===== src/rtl/vld_pkg.sv =====
package vld_pkg;

    localparam int BYTE_W      = 8;
    localparam int REG_W       = 2;
    localparam int IMM_W       = 16;
    localparam int OPIDX_W     = 6;
    localparam int SHORT_OPS   = 8;
    localparam int WIDE_OPS    = 16;
    localparam int MEDIUM_BASE = SHORT_OPS;
    localparam int LONG_BASE   = SHORT_OPS + WIDE_OPS;
    localparam int TOTAL_OPS   = LONG_BASE + WIDE_OPS;
    localparam int SUBOP_W     = $clog2(WIDE_OPS);
    localparam int SHOP_W      = $clog2(SHORT_OPS);

    typedef enum logic [1:0] {
        FMT_SHORT  = 2'd0,
        FMT_MEDIUM = 2'd1,
        FMT_LONG   = 2'd2
    } fmt_e;

    typedef enum logic [1:0] {
        ST_FIRST  = 2'd0,
        ST_SECOND = 2'd1,
        ST_THIRD  = 2'd2
    } gather_e;

    typedef struct packed {
        logic [BYTE_W-1:0] b0;
        logic [BYTE_W-1:0] b1;
        logic [BYTE_W-1:0] b2;
    } raw_t;

    typedef struct packed {
        fmt_e               fmt;
        logic [OPIDX_W-1:0] opidx;
        logic [REG_W-1:0]   rd;
        logic [REG_W-1:0]   rs;
        logic [IMM_W-1:0]   imm;
    } rec_t;

    function automatic fmt_e fmt_of(input logic [BYTE_W-1:0] lead);
        if (lead[BYTE_W-1])      return FMT_SHORT;
        else if (lead[BYTE_W-2]) return FMT_LONG;
        else                     return FMT_MEDIUM;
    endfunction

endpackage


===== src/rtl/vld_gather.sv =====
module vld_gather
    import vld_pkg::*;
(
    input  logic              clk,
    input  logic              rst,
    input  logic              take,
    input  logic [BYTE_W-1:0] din,
    output logic              done,
    output raw_t              raw
);

    gather_e           state_q;
    fmt_e              fmt_q;
    logic [BYTE_W-1:0] b0_q;
    logic [BYTE_W-1:0] b1_q;
    fmt_e              lead_fmt;

    assign lead_fmt = fmt_of(din);

    always_ff @(posedge clk) begin
        if (rst) begin
            state_q <= ST_FIRST;
            fmt_q   <= FMT_SHORT;
            b0_q    <= '0;
            b1_q    <= '0;
        end else if (take) begin
            unique case (state_q)
                ST_FIRST: begin
                    b0_q  <= din;
                    fmt_q <= lead_fmt;
                    if (lead_fmt != FMT_SHORT) state_q <= ST_SECOND;
                end
                ST_SECOND: begin
                    b1_q    <= din;
                    state_q <= (fmt_q == FMT_LONG) ? ST_THIRD : ST_FIRST;
                end
                ST_THIRD: state_q <= ST_FIRST;
                default:  state_q <= ST_FIRST;
            endcase
        end
    end

    always_comb begin
        done = 1'b0;
        raw  = '0;
        if (take) begin
            unique case (state_q)
                ST_FIRST: begin
                    done   = (lead_fmt == FMT_SHORT);
                    raw.b0 = din;
                end
                ST_SECOND: begin
                    done   = (fmt_q == FMT_MEDIUM);
                    raw.b0 = b0_q;
                    raw.b1 = din;
                end
                ST_THIRD: begin
                    done   = 1'b1;
                    raw.b0 = b0_q;
                    raw.b1 = b1_q;
                    raw.b2 = din;
                end
                default: done = 1'b0;
            endcase
        end
    end

    // the third-byte state is only ever entered for the long format
    a_r4_third_only_long: assert property (@(posedge clk) disable iff (rst)
        (state_q == ST_THIRD) |-> (fmt_q == FMT_LONG));

    // a medium instruction never reaches the third-byte state
    a_r3_medium_two_bytes: assert property (@(posedge clk) disable iff (rst)
        (take && state_q == ST_SECOND && fmt_q == FMT_MEDIUM) |=> (state_q == ST_FIRST));

endmodule


===== src/rtl/vld_fields.sv =====
module vld_fields
    import vld_pkg::*;
(
    input  raw_t raw,
    output rec_t rec
);

    fmt_e               fmt;
    logic [SUBOP_W-1:0] subop;
    logic [SHOP_W-1:0]  shop;

    assign fmt   = fmt_of(raw.b0);
    assign subop = raw.b0[REG_W +: SUBOP_W];
    assign shop  = raw.b0[2*REG_W +: SHOP_W];

    always_comb begin
        rec     = '0;
        rec.fmt = fmt;
        unique case (fmt)
            FMT_SHORT: begin
                rec.opidx = OPIDX_W'(shop);
                rec.rd    = raw.b0[REG_W +: REG_W];
                rec.rs    = raw.b0[0 +: REG_W];
            end
            FMT_MEDIUM: begin
                rec.opidx = OPIDX_W'(MEDIUM_BASE) + OPIDX_W'(subop);
                rec.rd    = raw.b0[0 +: REG_W];
                rec.imm   = IMM_W'(raw.b1);
            end
            FMT_LONG: begin
                rec.opidx = OPIDX_W'(LONG_BASE) + OPIDX_W'(subop);
                rec.rd    = raw.b0[0 +: REG_W];
                rec.imm   = {raw.b1, raw.b2};
            end
            default: rec = '0;
        endcase
    end

endmodule


===== src/rtl/vld_outreg.sv =====
module vld_outreg
    import vld_pkg::*;
(
    input  logic clk,
    input  logic rst,
    input  logic load,
    input  rec_t rec_in,
    input  logic pop,
    output logic valid,
    output rec_t rec_out
);

    always_ff @(posedge clk) begin
        if (rst) begin
            valid   <= 1'b0;
            rec_out <= '0;
        end else if (load) begin
            valid   <= 1'b1;
            rec_out <= rec_in;
        end else if (pop) begin
            valid   <= 1'b0;
        end
    end

    // a pending record is held intact until taken
    a_r6_hold_record: assert property (@(posedge clk) disable iff (rst)
        (valid && !pop) |=> (valid && $stable(rec_out)));

    // a taken record is released
    a_r9_release: assert property (@(posedge clk) disable iff (rst)
        (valid && pop && !load) |=> !valid);

endmodule


===== src/rtl/vld_decoder.sv =====
module vld_decoder
    import vld_pkg::*;
(
    input  logic                clk,
    input  logic                rst,
    input  logic                in_valid,
    output logic                in_ready,
    input  logic [BYTE_W-1:0]   in_byte,
    output logic                out_valid,
    input  logic                out_ready,
    output logic [1:0]          out_fmt,
    output logic [OPIDX_W-1:0]  out_opidx,
    output logic [REG_W-1:0]    out_rd,
    output logic [REG_W-1:0]    out_rs,
    output logic [IMM_W-1:0]    out_imm
);

    logic take;
    logic done;
    raw_t raw;
    rec_t rec_d;
    rec_t rec_q;

    assign in_ready = !out_valid;
    assign take     = in_valid && in_ready;

    vld_gather u_gather (
        .clk  (clk),
        .rst  (rst),
        .take (take),
        .din  (in_byte),
        .done (done),
        .raw  (raw)
    );

    vld_fields u_fields (
        .raw (raw),
        .rec (rec_d)
    );

    vld_outreg u_outreg (
        .clk     (clk),
        .rst     (rst),
        .load    (done),
        .rec_in  (rec_d),
        .pop     (out_ready),
        .valid   (out_valid),
        .rec_out (rec_q)
    );

    assign out_fmt   = rec_q.fmt;
    assign out_opidx = rec_q.opidx;
    assign out_rd    = rec_q.rd;
    assign out_rs    = rec_q.rs;
    assign out_imm   = rec_q.imm;

    // the final byte produces a record on the next cycle
    a_r5_record_follows: assert property (@(posedge clk) disable iff (rst)
        done |=> out_valid);

    // one-byte records carry no literal and a low opcode index
    a_r2_short_shape: assert property (@(posedge clk) disable iff (rst)
        (out_valid && out_fmt == FMT_SHORT) |-> (out_imm == '0 && out_opidx < OPIDX_W'(MEDIUM_BASE)));

    // two-byte records carry a zero-extended byte literal
    a_r3_medium_shape: assert property (@(posedge clk) disable iff (rst)
        (out_valid && out_fmt == FMT_MEDIUM) |-> (out_imm[IMM_W-1:BYTE_W] == '0 && out_rs == '0
            && out_opidx >= OPIDX_W'(MEDIUM_BASE) && out_opidx < OPIDX_W'(LONG_BASE)));

    // three-byte records index the top opcode range
    a_r4_long_shape: assert property (@(posedge clk) disable iff (rst)
        (out_valid && out_fmt == FMT_LONG) |-> (out_rs == '0
            && out_opidx >= OPIDX_W'(LONG_BASE) && out_opidx < OPIDX_W'(TOTAL_OPS)));

    // nothing is consumed while a record waits
    a_r7_no_new_record: assert property (@(posedge clk) disable iff (rst)
        (out_valid && !out_ready) |=> $stable(out_opidx));

endmodule


===== config.mk =====
export PLATFORM = sky130hd
export DESIGN_NAME = vld_decoder
export DESIGN_NICKNAME = d
export VERILOG_FILES = /design/src/rtl/vld_pkg.sv /design/src/rtl/vld_gather.sv /design/src/rtl/vld_fields.sv /design/src/rtl/vld_outreg.sv /design/src/rtl/vld_decoder.sv
export SDC_FILE = /design/constraint.sdc
export NUM_CORES = 1
export LEC_CHECK = 0
export BUFFER_PORTS_ARGS = -buffer_cell sky130_fd_sc_hd__buf_2
export CORE_UTILIZATION = 44
export DETAILED_ROUTE_END_ITERATION = 10
export GPL_ROUTABILITY_DRIVEN = 0
export PLACE_DENSITY_LB_ADDON = 0.12
export REMOVE_ABC_BUFFERS = 1
export SYNTH_ARGS = -nofsm -noshare
export SYNTH_HDL_FRONTEND = slang
export SYNTH_SLANG_ARGS = --single-unit

===== constraint.sdc =====
create_clock -name clk -period 4.6 [get_ports clk]
set_input_delay 0.46 -clock clk [delete_from_list [all_inputs] [get_ports clk]]
set_output_delay 0.46 -clock clk [all_outputs]
set_load 0.01 [all_outputs]

## Yosys cells after proc, flatten, opt, wreduce, memory -nomap -nowiden

Cells that the tools add are included.

- Output and inout bits: 30
- Input port bits: 12
- Register bits after elaboration: 49
- Logic and storage cells: 50

- Eq/ne operators: 7
- Add/subtract/negate cells: 2
- Mux-type cells: 19
- Reduce and logical (&&, ||, !) cells: 12

Operators with widths:

| kind | count |
|---|---|
| one-hot mux 16 bit (2 select lines) | 1 |
| one-hot mux 8 bit (2 select lines) | 2 |
| two-way mux 24 bit | 1 |
| one-hot mux 8 bit (3 select lines) | 1 |
| two-way mux 2 bit | 8 |
| two-way mux 8 bit | 1 |
| adder 5 x 4 -> 6 bit (first input constant) | 1 |
| == test 2 x 1 -> 1 bit (second input constant) | 3 |
| == test 2 bit (second input constant) | 3 |
| logical NOT 2 bit | 3 |
| AND reduction 2 bit | 3 |
| adder 4 x 4 -> 5 bit (first input constant) | 1 |
| one-hot mux 2 bit (2 select lines) | 1 |
| nonzero test 2 bit | 2 |
| two-way mux 1 bit | 3 |
| one-hot mux 1 bit (3 select lines) | 1 |
| OR reduction 3 bit | 1 |
| != test 2 x 1 -> 1 bit (second input constant) | 1 |
| OR reduction 2 bit | 1 |
| logical AND 1 bit | 1 |
| logical NOT 1 bit | 1 |

## Logic depth before layout (Yosys ltp)

- Depth in word-level cells: 9
- Depth in mapped cells: 8
- Mapped depth without buffers: 6

## By module

From an unflattened synthesis, not the netlist that was laid out.

- Cells, all modules: 287
- Area, all modules: 2671.3 um^2

Modules (own cells, without submodules):

| module | times used | area an instance (um^2) | cells an instance |
|---|---|---|---|
| vld_gather | 1 | 1325.0 | 150 |
| vld_outreg | 1 | 1033.5 | 94 |
| vld_fields | 1 | 302.8 | 41 |
| vld_decoder | 1 | 10.0 | 2 |

## Least setup slack after synthesis

No wires, ideal clock.

- Path kind: reg-to-reg
- From: register u_gather.state_q[0]
- To: register u_outreg.rec_out[0] in the netlist's numbering
- Setup time: 0.086 ns
- Period minus slack after synthesis: 1.743 ns
- Path buffers: 2
- Path slack: 2.857 ns
- Cell stages (with the launch flop): 9
- Arrival time: 1.657 ns
- Path through: dfxtp_1 -> inv_1 -> ha_1 -> buf_2 -> o21ai_0 -> and2_1 -> clkbuf_1 -> a21oi_1 -> a211oi_1

- Cells in the longest elaborated chain, start to end: 8
- Elaborated cells between the ends (all ways): 15
- Classes of those cells: eq/ne (4); mux (9); reduce/logical (2)

RTL lines:

| item | RTL line | text |
|---|---|---|
| from (decl) | vld_gather.sv:12 | `gather_e state_q;` |
| from (signal assigned) | vld_gather.sv:35 | `state_q <= (fmt_q == FMT_LONG) ? ST_THIRD : ST_FIRST;` |
| == test 2 x 1 -> 1 bit / == test 2 bit (equally long branches) | vld_gather.sv:47 | `unique case (state_q)` |
| OR reduction 2 bit (no line) | -- |  |
| one-hot mux 8 bit (2 select lines) | vld_gather.sv:47 |  |
| two-way mux 24 bit | vld_gather.sv:46 | `if (take) begin` |
| two-way mux 2 bit | vld_pkg.sv:43 | `else if (lead[BYTE_W-2]) return FMT_LONG;` |
| two-way mux 2 bit | vld_pkg.sv:42 | `if (lead[BYTE_W-1]) return FMT_SHORT;` |
| == test 2 bit / == test 2 x 1 -> 1 bit (equally long branches) | vld_fields.sv:19 | `unique case (fmt)` |
| one-hot mux 16 bit (2 select lines) | vld_fields.sv:19 |  |
| to (signal assigned) | vld_outreg.sv:19 | `rec_out <= rec_in;` |
| to (decl) | vld_outreg.sv:10 | `output rec_t rec_out` |

Several ways; a longest one is shown, not always the timed one.
A chain may end at the register's enable or synchronous reset.

## Worst setup path after layout

- From: register u_gather.state_q[0]
- To: register u_outreg.rec_out[22] in the netlist's numbering

- Cells in the longest elaborated chain, start to end: 8
- Elaborated cells between the ends (all ways): 16
- Classes of those cells: add/sub (2); eq/ne (4); mux (7); reduce/logical (3)

RTL lines:

| item |
|---|
| branches (longest 8 deep; another with adder 5 x 4 -> 6 bit) |

Several ways; the timed one is not identified.

==> summary.txt <==
Required @ worst endpoint: 4830 ps
most numerous cell in the Yosys netlist: dfxtp_1
Die H: 72.95 um
clk buf depth: 2
clk_lat worst skew: 300 ps
fill count: 493
Worst Tran Pin Value: 944.4 ps
Setup TNS Final: 0 ps
Peak VDD IR: 0.1913 mV
CTS sink count: 49
Slew Viols, Final: 0
GRT Util Overall: 0.2166
Leakage: 1.114 nW
Post-DP HPWL: 3590 um
Post-CTS Hold Buffers: 0
IO buf count: 41
Synth Flop Type: dfxtp_1
Yosys cell types: 35
largest net degree at the start of global routing: 40
number of synthesized register bits: 49
DIE AREA: 0.005321 mm^2
fin nets: 304
WS Path Type: reg2reg
CP Capture Type: flop
I/O Pins: 42
post-synthesis area per instance: 8.651 um^2
outcome: complete, no violations
n_diodes: 0
routed vias/inst: 5.468
Detailed Route WL: 5084 um
Slew headroom: 0.3704
Tot Pwr: 938.6 uW
CTS Buf Count: 5
minimum clock period: 2370 ps
crit path max fanout: 13
Worst Skew: 6.223 ps
Worst Slack Setup Final: 2230 ps
Placement Cell Area: 0.002427 mm^2
Async SR Flop Fraction: 0
startpoint types: flop
CTS tree: done
DRC Markers: 0
top post-synthesis cells by area: dfxtp_1 44%, nor2_1 6.4%, mux2i_1 5.9%, a22oi_1 5.4%, a21oi_1 5.2%
post-synthesis cell count: 256
total gr overflow: 0
EDFF count, synth: 0
Hold Path Class: in2reg
post-synthesis sequential area ratio: 0.4429
Core ar.: 0.004786 mm^2
clk root buf: clkbuf_8
Setup Fix Bufs, Post-CTS: 0
Worst-path clk slew: 90 ps
power per cell area: 366.4 mW/mm^2
vias in the first global route: 1,777
WP data arrival: 2600 ps
Starting Density: 0.4627
Vias: 1,941
wire length of the first global-routing pass: 8811 um
MaxCap Viol Count: 0
Setup violations, final: 0
initial antenna violation count: 0
dpl ws: 2240 ps
post-route cell area: 0.002561 mm^2
synthesized cell area: 0.002215 mm^2
Synth top area share: 0.4429
area leader, netlist: dfxtp_1
share of post-route cells with drive strength above 1: 0.1806
top cells by instance count after synthesis: 49 x dfxtp_1, 38 x nor2_1, 24 x nand2_1
iteration-0 DRC count of the detailed router: 181
area grow syn2layout: 15.65%
WL/cell: 14.32 um
CTS resizes: 0
# H-tree levels: 2
Hold Fails Final Rpt: 0
synthesis warning total: 0
first drt pass iteration count: 4
post-route ant nets: 0
RSZ-0062 raised after global routing: false
fin crit share: 0.5152
max frequency: 0.4220 GHz
Std-Cell Rows: 25
Die Wd: 72.95 um
-- cells in the final DEF (no fill, tap or decap), drive strengths merged, types with 2 or more instances in the layout --
cell type | synthesis | routed
a211oi | 5 | 5
a21oi | 23 | 23
a22o | 10 | 10
a22oi | 16 | 16
buf | 9 | 41
bufinv | 0 | 2
clkbuf | 8 | 5
dfxtp | 49 | 49
ha | 5 | 5
inv | 7 | 7
mux2i | 13 | 13
nand2 | 24 | 24
nand3 | 7 | 7
nand3b | 2 | 2
nor2 | 38 | 38
nor2b | 4 | 4
nor3 | 4 | 4
o2111ai | 4 | 4
o211ai | 6 | 6
o21a | 3 | 3
o21ai | 6 | 6
or3 | 3 | 3
-- path summary, 6_finish.rpt --
kind | to | slack (ps) | cells past startpoint | from
min reg2reg | u_outreg.rec_out[19] | 450 | 2 | u_outreg.rec_out[19]
max | u_outreg.rec_out[22] | 2230 | 6 | u_gather.state_q[0]
max reg2reg | u_outreg.rec_out[22] | 2230 | 6 | u_gather.state_q[0]
min | u_outreg.valid | 420 | 3 | out_ready
-- state kept, by name, indices dropped and copies added, names as in the netlist --
signal            count
u_gather.b0_q         8
u_gather.b1_q         8
u_gather.fmt_q        2
u_gather.state_q      2
u_outreg.rec_out     28
u_outreg.valid        1
-- where the power goes --
group / internal (mW) / total (mW) / switching, mW
clock: 0.216 / 0.356 / 0.140
sequential: 0.442 / 0.453 / 0.0111
combinational: 0.0459 / 0.129 / 0.0834
total: 0.704 / 0.939 / 0.235
-- final cells by class --
class,instances,area (um^2),area share
clock inverters,3,65.06,0.02540
multi-input cells,183,1131,0.4416
inverters,7,26.28,0.01026
repair buffers,41,205.2,0.08012
clock buffers,5,68.82,0.02687
flip-flops and latches,49,980.9,0.3830
well taps,67,83.83,0.03273
-- logic make-up (layout without fill, tap and decap cells) --
family                   Yosys count  count (layout)  synth area share
AO/OA/AOI/OAI                     76              76            0.2367
AND/OR/NAND/NOR                   88              88            0.1831
adder cells (fa/ha/maj)            5               5           0.02825
multiplexers                      13              13           0.05875
buffers and inverters             24              56           0.04633
XOR/XNOR                           1               1          0.003956
flip-flops                        49              49            0.4429
-- metal layers --
metal	routed length [um]	GRT usage
met5	0	0
met2	2314	0.3333
met4	19	0.04139
met3	177	0.04834
met1	2573	0.3126
-- critical path, cell delays in order (launching register included) --
cell     delay (ps)
dfxtp_1         390
inv_1           110
ha_1            480
a22oi_1         810
mux2i_1         260
nand2_1          70
a21oi_1         170
-- through the flow --
| step | hold slack (ps) | util | cells |
|---|---|---|---|
| finish | 420.3 | 0.5352 | 355 |
| global route | 441.1 | 0.5352 | 355 |
| CTS | 411.5 | 0.5352 | 355 |
| detailed placement | 443.6 | 0.5072 | 347 |
| global placement | 440.6 | 0.5072 | 347 |
| floorplan | 454.8 | - | 239 |
Power figures use the tool's default switching activity.
